File: config.mk
export PLATFORM = sky130hd
export DESIGN_NAME = cfg_dma_cmdq
export DESIGN_NICKNAME = d
export VERILOG_FILES = /design/src/rtl/cfg_dma_pkg.sv /design/src/rtl/cdq_regs.sv /design/src/rtl/cdq_fifo.sv /design/src/rtl/cdq_engine.sv /design/src/rtl/cfg_dma_cmdq.sv
export SDC_FILE = /design/constraint.sdc
export NUM_CORES = 1
export LEC_CHECK = 0
export CAP_MARGIN = 25
export CORE_MARGIN = 5
export CORE_UTILIZATION = 25
export CTS_BUF_LIST = sky130_fd_sc_hd__clkbuf_4 sky130_fd_sc_hd__clkbuf_8 sky130_fd_sc_hd__clkbuf_16
export DETAILED_ROUTE_END_ITERATION = 10
export GPL_TIMING_DRIVEN = 1
export SLEW_MARGIN = 25
export SYNTH_ARGS = -nofsm -noshare
export SYNTH_HDL_FRONTEND = slang
export SYNTH_SLANG_ARGS = --single-unit
File: constraint.sdc
create_clock -name clk -period 4.3 [get_ports clk]
set_clock_uncertainty 0.2 [all_clocks]
set_input_delay 0.86 -clock clk [delete_from_list [all_inputs] [get_ports clk]]
set_output_delay 0.86 -clock clk [all_outputs]
set_load 0.03 [all_outputs]
File: src/rtl/cfg_dma_pkg.sv
package cfg_dma_pkg;

  localparam int unsigned WORD_W = 32;

  localparam logic [7:0] OFS_SRC_ADDR = 8'h18;
  localparam logic [7:0] OFS_DST_ADDR = 8'h1C;
  localparam logic [7:0] OFS_SRC_LEN  = 8'h20;
  localparam logic [7:0] OFS_DST_LEN  = 8'h24;

  typedef enum logic [1:0] {
    ENG_IDLE = 2'd0,
    ENG_RUN  = 2'd1,
    ENG_FIN  = 2'd2
  } eng_state_t;

  function automatic logic [WORD_W-1:0] word_base(input logic [WORD_W-1:0] src);
    return {src[WORD_W-1:3], 3'b000};
  endfunction

  function automatic logic final_tag(input logic [WORD_W-1:0] src);
    return src[0];
  endfunction

  function automatic logic [WORD_W-1:0] step_addr(input logic [WORD_W-1:0] a);
    return a + WORD_W'(4);
  endfunction

  function automatic logic cmd_legal(input logic [WORD_W-1:0] src,
                                     input logic [WORD_W-1:0] dst,
                                     input logic [WORD_W-1:0] dlen);
    return (src[2:1] == 2'b00) && (&dst) && (dlen == '0);
  endfunction

endpackage

File: src/rtl/cdq_regs.sv
module cdq_regs
  import cfg_dma_pkg::*;
#(
  parameter int unsigned REG_AW = 8,
  parameter int unsigned LEN_W  = 16
) (
  input  logic                clk,
  input  logic                rst_n,
  input  logic                wr_en,
  input  logic [REG_AW-1:0]   wr_addr,
  input  logic [WORD_W-1:0]   wr_data,
  input  logic                clr,
  input  logic                q_full,
  output logic                push,
  output logic [WORD_W-1:0]   push_src,
  output logic [LEN_W-1:0]    push_len,
  output logic                ovf_evt,
  output logic                bad_evt,
  output logic                err_ovf,
  output logic                err_cmd
);

  logic [WORD_W-1:0] stg_src;
  logic [WORD_W-1:0] stg_dst;
  logic [LEN_W-1:0]  stg_len;
  logic              close_wr;

  assign close_wr = wr_en && (wr_addr == REG_AW'(OFS_DST_LEN)) && !clr;
  assign ovf_evt  = close_wr && q_full;
  assign bad_evt  = close_wr && !q_full && !cmd_legal(stg_src, stg_dst, wr_data);
  assign push     = close_wr && !q_full && cmd_legal(stg_src, stg_dst, wr_data);
  assign push_src = stg_src;
  assign push_len = stg_len;

  always_ff @(posedge clk or negedge rst_n) begin
    if (!rst_n) begin
      stg_src <= '0;
      stg_dst <= '1;
      stg_len <= '0;
    end else if (wr_en) begin
      if (wr_addr == REG_AW'(OFS_SRC_ADDR)) stg_src <= wr_data;
      if (wr_addr == REG_AW'(OFS_DST_ADDR)) stg_dst <= wr_data;
      if (wr_addr == REG_AW'(OFS_SRC_LEN))  stg_len <= wr_data[LEN_W-1:0];
    end
  end

  always_ff @(posedge clk or negedge rst_n) begin
    if (!rst_n) begin
      err_ovf <= 1'b0;
      err_cmd <= 1'b0;
    end else if (clr) begin
      err_ovf <= 1'b0;
      err_cmd <= 1'b0;
    end else begin
      err_ovf <= err_ovf | ovf_evt;
      err_cmd <= err_cmd | bad_evt;
    end
  end

endmodule

File: src/rtl/cdq_fifo.sv
module cdq_fifo #(
  parameter int unsigned W     = 48,
  parameter int unsigned DEPTH = 4
) (
  input  logic         clk,
  input  logic         rst_n,
  input  logic         clr,
  input  logic         push,
  input  logic [W-1:0] din,
  input  logic         pop,
  output logic [W-1:0] dout,
  output logic         full,
  output logic         empty
);

  localparam int unsigned PTR_W = (DEPTH > 1) ? $clog2(DEPTH) : 1;
  localparam int unsigned CNT_W = $clog2(DEPTH + 1);

  logic [W-1:0]     mem [DEPTH];
  logic [PTR_W-1:0] wp, rp;
  logic [CNT_W-1:0] cnt;
  logic             do_push, do_pop;

  function automatic logic [PTR_W-1:0] wrap_inc(input logic [PTR_W-1:0] p);
    return (p == PTR_W'(DEPTH - 1)) ? '0 : p + 1'b1;
  endfunction

  assign full    = (cnt == CNT_W'(DEPTH));
  assign empty   = (cnt == '0);
  assign do_push = push && !full && !clr;
  assign do_pop  = pop && !empty && !clr;
  assign dout    = mem[rp];

  for (genvar g = 0; g < DEPTH; g++) begin : g_slot
    always_ff @(posedge clk or negedge rst_n) begin
      if (!rst_n)                               mem[g] <= '0;
      else if (do_push && wp == PTR_W'(g))      mem[g] <= din;
    end
  end

  always_ff @(posedge clk or negedge rst_n) begin
    if (!rst_n) begin
      wp  <= '0;
      rp  <= '0;
      cnt <= '0;
    end else if (clr) begin
      wp  <= '0;
      rp  <= '0;
      cnt <= '0;
    end else begin
      if (do_push) wp <= wrap_inc(wp);
      if (do_pop)  rp <= wrap_inc(rp);
      case ({do_push, do_pop})
        2'b10:   cnt <= cnt + 1'b1;
        2'b01:   cnt <= cnt - 1'b1;
        default: cnt <= cnt;
      endcase
    end
  end

endmodule

File: src/rtl/cdq_engine.sv
module cdq_engine
  import cfg_dma_pkg::*;
#(
  parameter int unsigned LEN_W = 16
) (
  input  logic              clk,
  input  logic              rst_n,
  input  logic              halt,
  input  logic              head_vld,
  input  logic [WORD_W-1:0] head_src,
  input  logic [LEN_W-1:0]  head_len,
  output logic              pop,
  output logic [WORD_W-1:0] src_addr,
  input  logic [WORD_W-1:0] src_data,
  output logic              dn_valid,
  output logic [WORD_W-1:0] dn_data,
  input  logic              dn_ready,
  output logic              dma_done,
  output logic              port_done
);

  eng_state_t        st;
  logic [WORD_W-1:0] cur;
  logic [LEN_W-1:0]  rem;
  logic              tag;
  logic              xfer;

  assign pop       = (st == ENG_IDLE) && head_vld && !halt;
  assign dn_valid  = (st == ENG_RUN);
  assign xfer      = dn_valid && dn_ready;
  assign src_addr  = cur;
  assign dn_data   = src_data;
  assign dma_done  = (st == ENG_FIN);
  assign port_done = (st == ENG_FIN) && tag;

  always_ff @(posedge clk or negedge rst_n) begin
    if (!rst_n) begin
      st  <= ENG_IDLE;
      cur <= '0;
      rem <= '0;
      tag <= 1'b0;
    end else begin
      case (st)
        ENG_IDLE: if (pop) begin
          cur <= word_base(head_src);
          rem <= head_len;
          tag <= final_tag(head_src) && (head_src[2:1] == 2'b00);
          st  <= (head_len == '0) ? ENG_FIN : ENG_RUN;
        end
        ENG_RUN: if (xfer) begin
          cur <= step_addr(cur);
          rem <= rem - 1'b1;
          if (rem == LEN_W'(1)) st <= ENG_FIN;
        end
        ENG_FIN: st <= ENG_IDLE;
        default: st <= ENG_IDLE;
      endcase
    end
  end

endmodule

File: src/rtl/cfg_dma_cmdq.sv
module cfg_dma_cmdq
  import cfg_dma_pkg::*;
#(
  parameter int unsigned REG_AW = 8,
  parameter int unsigned LEN_W  = 16,
  parameter int unsigned DEPTH  = 4
) (
  input  logic              clk,
  input  logic              rst_n,
  input  logic              wr_en,
  input  logic [REG_AW-1:0] wr_addr,
  input  logic [31:0]       wr_data,
  input  logic              q_clear,
  input  logic              cfg_start,
  output logic              q_full,
  output logic              q_empty,
  output logic              err_overflow,
  output logic              err_command,
  output logic              start_ok,
  output logic              start_busy,
  output logic [31:0]       src_addr,
  input  logic [31:0]       src_data,
  output logic              dn_valid,
  output logic [31:0]       dn_data,
  input  logic              dn_ready,
  output logic              dma_done,
  output logic              port_done
);

  localparam int unsigned CMD_W = WORD_W + LEN_W;

  logic              push_evt, pop_evt, ovf_evt, bad_evt, halt;
  logic [WORD_W-1:0] push_src;
  logic [LEN_W-1:0]  push_len;
  logic [CMD_W-1:0]  head;

  assign halt = err_overflow || err_command;

  cdq_regs #(.REG_AW(REG_AW), .LEN_W(LEN_W)) u_regs (
    .clk(clk), .rst_n(rst_n), .wr_en(wr_en), .wr_addr(wr_addr), .wr_data(wr_data),
    .clr(q_clear), .q_full(q_full), .push(push_evt), .push_src(push_src),
    .push_len(push_len), .ovf_evt(ovf_evt), .bad_evt(bad_evt),
    .err_ovf(err_overflow), .err_cmd(err_command)
  );

  cdq_fifo #(.W(CMD_W), .DEPTH(DEPTH)) u_fifo (
    .clk(clk), .rst_n(rst_n), .clr(q_clear), .push(push_evt),
    .din({push_src, push_len}), .pop(pop_evt), .dout(head),
    .full(q_full), .empty(q_empty)
  );

  cdq_engine #(.LEN_W(LEN_W)) u_eng (
    .clk(clk), .rst_n(rst_n), .halt(halt), .head_vld(!q_empty),
    .head_src(head[CMD_W-1:LEN_W]), .head_len(head[LEN_W-1:0]), .pop(pop_evt),
    .src_addr(src_addr), .src_data(src_data), .dn_valid(dn_valid),
    .dn_data(dn_data), .dn_ready(dn_ready), .dma_done(dma_done),
    .port_done(port_done)
  );

  always_ff @(posedge clk or negedge rst_n) begin
    if (!rst_n) begin
      start_ok   <= 1'b0;
      start_busy <= 1'b0;
    end else begin
      start_ok   <= cfg_start && q_empty && !q_full;
      start_busy <= cfg_start && !(q_empty && !q_full);
    end
  end

endmodule

# Yosys cells after proc, flatten, opt, wreduce, memory -nomap -nowiden
# Cells that the tools add are included.
[totals]
register_bits = 334
latch_bits = 0
mem_bits_rw = 0
mem_bits_ro = 0
in_bits = 78
wordCells = 119
memories = 0
[classes]
n_addsub = 6
mul = 0
n_div = 0
magnitude_cmp = 1
eq_ne = 17
n_shift = 0
mux = 24
n_bitwise = 3
n_reduce_logical = 50
[op_table]
columns = ["cell", "n"]
rows = [
  ["binary-select mux 48 bit (select 2 bit)", 1],
  ["two-way mux 48 bit", 2],
  ["two-way mux 32 bit", 2],
  ["case mux 32 bit (2 select lines)", 1],
  ["adder 32 x 3 -> 32 bit, second input constant", 1],
  ["logical NOT 32 bit", 1],
  ["two-way mux 16 bit", 2],
  ["case mux 16 bit (2 select lines)", 1],
  ["AND reduction 32 bit", 1],
  ["logical AND 1 bit", 25],
  ["two-way mux 2 bit", 10],
  ["equality test 16 x 1 -> 1 bit, second input constant", 1],
  ["equality test 8 x 5 -> 1 bit, second input constant", 2],
  ["equality test 8 x 6 -> 1 bit, second input constant", 2],
  ["logical NOT 16 bit", 1],
  ["subtractor 16 x 1 -> 16 bit, second input constant", 1],
  ["equality test 2 bit, second input constant", 5],
  ["logical NOT 2 bit", 4],
  ["AND reduction 2 bit", 4],
  ["equality test 2 x 1 -> 1 bit, second input constant", 3],
  ["logical NOT 1 bit", 6],
  ["inequality test 2 bit, second input constant", 3],
  ["case mux 3 bit (2 select lines)", 1],
  ["AND reduction 3 bit", 2],
  ["other kinds (14)", 19],
]

# Longest topological paths before layout
[logic_depth]
ltp_word = 10
depth_mapped = 10
mapped_depth_nobuf = 9

# Modules after synthesis
# From an unflattened synthesis, not the netlist that was laid out.
[unflattened]
hier_cells = 1160
hier_area_um2 = 15683.8
[modules_own_cells]
columns = ["mod", "n_inst", "cells_per_inst", "area_per_inst_um2", "seq_area_each_um2"]
rows = [
  ["cdq_fifo", 1, 533, 8917.3, 4979.8],
  ["cdq_regs", 1, 213, 3367.0, 2092.0],
  ["cdq_engine", 1, 407, 3321.9, 1226.2],
  ["cfg_dma_cmdq", 1, 7, 77.6, 50.0],
]

# Worst setup path before layout
# No wires, ideal clock.
[synth_path]
path_type = "input -> register"
start = "input wr_data[7]"
end = "register u_fifo.cnt[2]"
t_arrival_ns = 3.716
setup_slack_ns = 0.259
cell_stages = 9
path_cell_list = "or4b_1 -> or4_1 -> or3_4 -> nor3_4 -> nor3_1 -> fa_1 -> and2_0 -> mux2i_1 -> mux2_2"
[synth_via]
elab_chain_cells = 8
word_cells_on_any_way = 10
classes_between = "eq/ne (2); mux (2); reduce/logical (6)"
[synth_lines]
columns = ["item", "line", "text"]
rows = [
  ["from (decl)", "cfg_dma_cmdq.sv:12", "input logic [31:0] wr_data,"],
  ["logical NOT 32 bit (*)", "cfg_dma_pkg.sv:31", "return (src[2:1] == 2'b00) && (&dst) && (dlen == '0);"],
  ["logical AND 1 bit (*)", "cfg_dma_pkg.sv:31", ""],
  ["logical AND 1 bit (*)", "cdq_regs.sv:31", "assign push = close_wr && !q_full && cmd_legal(stg_src, stg_dst, wr_data);"],
  ["logical AND 1 bit (*) (2 in a row)", "cdq_fifo.sv:30", "assign do_push = push && !full && !clr;"],
  ["equality test 2 x 1 -> 1 bit / equality test 2 bit (equally long branches)", "cdq_fifo.sv:53", "case ({do_push, do_pop})"],
  ["case mux 3 bit (2 select lines)", "cdq_fifo.sv:53", ""],
  ["two-way mux 3 bit", "cdq_fifo.sv:46", "end else if (clr) begin"],
  ["to (signal assigned)", "cdq_fifo.sv:54", "2'b10: cnt <= cnt + 1'b1;"],
  ["to (signal assigned)", "cdq_fifo.sv:55", "2'b01: cnt <= cnt - 1'b1;"],
  ["to (signal assigned)", "cdq_fifo.sv:56", "default: cnt <= cnt;"],
  ["to (decl)", "cdq_fifo.sv:21", "logic [CNT_W-1:0] cnt;"],
]
# Every way passes the cells marked *; elsewhere a longest branch is shown, timed or not.
# A chain may end at the register's enable or synchronous reset.

# Final worst setup path
# Ends and elaborated chain as after synthesis.

==> out/results.ini <==
[outcome]
outcome = complete, no violations

[yosys]
synth_top_cell_area_share = 0.484
muxShareOfSynthArea = 0.271
synth_compound_area_frac = 0.0577
synth_top_family_by_area = multiplexers
async_flop_share = 1.00
yosys_warnings = 0
synth_adder_area_share = 0.00774
seq_area_frac_synth = 0.538
syn_inst = 1136
syn_area_um2 = 15500
netlist-cell-type-count = 63
synth_area_leaders = dfrtp_1 48%, mux2_2 14%, mux4_2 6.5%
synth_edf_count = 0
ys_ff_latch = 332
synth_top_area_cell = dfrtp_1
synth-simple-area-share = 0.0763
synth_ff_type = dfrtp_1
synth_xor_area_frac = 0.000564
syn_avg_cell_area_um2 = 13.7

[cts]
cts-root-buf = clkbuf_16
clk_pin_slew_ns = 0.06
clock_sinks = 332
clk_latency_ns = 0.52
cts_max_level = 2
cts_tree = done
clk_path_buf_depth = 3
cts_hold_buf = 0
post_cts_resized = 0
post_cts_buffers = 0
cts_buffers = 35

[sta]
fmax_mhz = 252
fin_crit_sh = 0.922
finalSetupTns_ns = 0
setup_viol = 0
slew_headroom = 0.434
finalHoldViolCount = 0
fin_crit_ns = 3.96
hold_ws_ns = 0.194
tightest_slew_ns = 0.849
rsz0062_at_grt = no
slew_violations = 0

[detailed_routing]
route.detailed.drc = 0
wl_um = 40400
ant_nets = 0
vias_per_cell = 4.68
drtIter0Drc = 506
vias = 9762
detail_route.wl_per_cell_um = 19.4
firstDrtPassIters = 5

[worst_setup_path]
crit_chain = clkdlybuf4s50_1 -> or4b_1 -> or4_1 -> or3_4 -> nor3_4 -> nor3_1 -> fa_1 -> and2_0 -> mux2i_1 -> mux2_2
ff2ff_setup_slack_ns = 0.63
cp-end-kind = flop
cp_slowest_cell = or4_1
crit_fanout = 2
worst_ep_arrival_time_ns = 4.17
r2r_end = u_fifo.cnt[2]
crit_type = input port to flop
r2r_start = u_regs.stg_dst[22]
critPathLaunchType = input port
slowest_delay_ns = 0.58
ff2ff_path_depth = 9
required_ns = 4.51

[die]
start_util = 0.252
io_pins = 151
std_cell_rows = 91
fp.coreArea_um2 = 61600
dieArea_um2 = 67100
die_y_um = 259
die_w_um = 259

[finish]
area_delta_synth_final_pct = 20.0
layout_common_cells = 298 x dfrtp_1, 195 x mux2_2, 83 x clkdlybuf4s50_1
final_area_um2 = 18600
final_common_cell = dfrtp_1
fin_nets = 1313
final_layout_size_suffix_gt1_frac = 0.362

[power]
pwr-share-clk = 0.362
switching_share = 0.312
power_frac_seq = 0.425
power_leakage_uw = 0.00817
p_switching_uw = 2650
power.internal_uw = 5870
powerDensity_nw_per_um2 = 457
max-vdd-ir-drop_mv = 0.306
p_comb_frac = 0.214
total_power_uw = 8520

[grt]
antenna_found_initial = 1
grt_pass1_wl_um = 63200
grt_use_total = 0.120
grt_overflow = 0
grt_max_degree = 104
grt_pass1_vias = 10243

[min_path]
hold_class = input port to asynchronous set/reset pin

[place]
gp_congestion = 0.799
post-dp-hpwl_um = 28600
placed_cell_area_um2 = 17400
io_buffers = 84

[run]
drv_cap = 0

## critical path: cells and delay by family
family / cells / cell delay, ns
AND/OR/NAND/NOR: 6 / 1.97
adder cells (fa/ha/maj): 1 / 0.39
buffers and inverters: 1 / 0.43
multiplexers: 2 / 0.52
## cell type report
type	instances	area [µm²]
Fill cell	6170	43000
Antenna cell	1	2.50
Timing Repair Buffer	152	1570
Clock buffer	47	1020
Clock inverter	14	155
Inverter	10	37.5
Sequential cell	332	8350
Tap cell	837	1050
Multi-Input combinational cell	695	6450
## per-stage QoR
stage	utilization	cells	worst slack (ns)
2_1_floorplan	-	1137	0.259
3_3_place_gp	0.283	2026	-0.188
3_5_place_dp	0.283	2026	-0.212
4_1_cts	0.302	2087	0.348
5_1_grt	0.302	2087	0.232
6_report	0.302	2088	0.335
## cell families (layout without fill, tap and decap cells)
| family | Yosys count | count (layout) |
|---|---|---|
| flops | 332 | 332 |
| mux | 316 | 316 |
| simple gates | 219 | 219 |
| compound gates | 148 | 148 |
| buf+inv | 110 | 223 |
| fa+ha+maj | 9 | 9 |
| other cells | 1 | 3 |
| xor+xnor | 1 | 1 |
## per-layer routing
layer	GRT usage	routed length [µm]	vias up
li1	-	-	4342
met1	0.179	19600	5044
met2	0.175	17400	305
met3	0.0225	2250	71
met4	0.0378	1130	0
met5	0	0	-
## sequential cells by signal, indices dropped and copies added (netlist names)
name,count
u_eng.src_addr,30
u_fifo.rp,2
u_regs.push_len,16
u_regs.stg_dst,32
u_eng.tag,1
u_eng.st,2
u_regs.err_ovf,1
u_eng.rem,16
u_regs.push_src,32
u_fifo.mem,192
u_regs.err_cmd,1
u_fifo.cnt,3
start_ok,1
u_fifo.wp,2
start_busy,1
## cell usage after synthesis (11+ instances only)
cell      count
a21oi_1      43
buf_4        42
clkbuf_1     36
dfrtp_1     300
dfstp_2      32
mux2_1       32
mux2_2      195
mux2_4       40
mux4_2       45
nand2_1      46
nand3_1      20
nand4_1      11
nor2_1       40
nor2b_1      13
nor3_1       18
nor4_1       16
o21ai_0      48
## power groups by stage
stage | combinational, µW | clock, µW | sequential (µW)
6_report | 1820 | 3080 | 3620
5_1_grt | 1980 | 3320 | 3650
4_1_cts | 1830 | 3170 | 3620
3_5_place_dp | 1830 | 0 | 3670
2_1_floorplan | 1170 | 0 | 3590
3_3_place_gp | 1800 | 0 | 3660
## how the worst max path moves through the flow
stage                          to       start  depth (start not counted)
finish              u_fifo.cnt[2]  wr_data[7]                         10
global route        u_fifo.cnt[2]  wr_data[7]                         10
CTS                 u_fifo.cnt[2]  wr_data[7]                         10
detailed placement  u_fifo.cnt[2]  wr_data[7]                         10
global placement    u_fifo.cnt[2]  wr_data[7]                         10
floorplan           u_fifo.cnt[2]  wr_data[7]                          9
(Power assumes the default switching activity.)
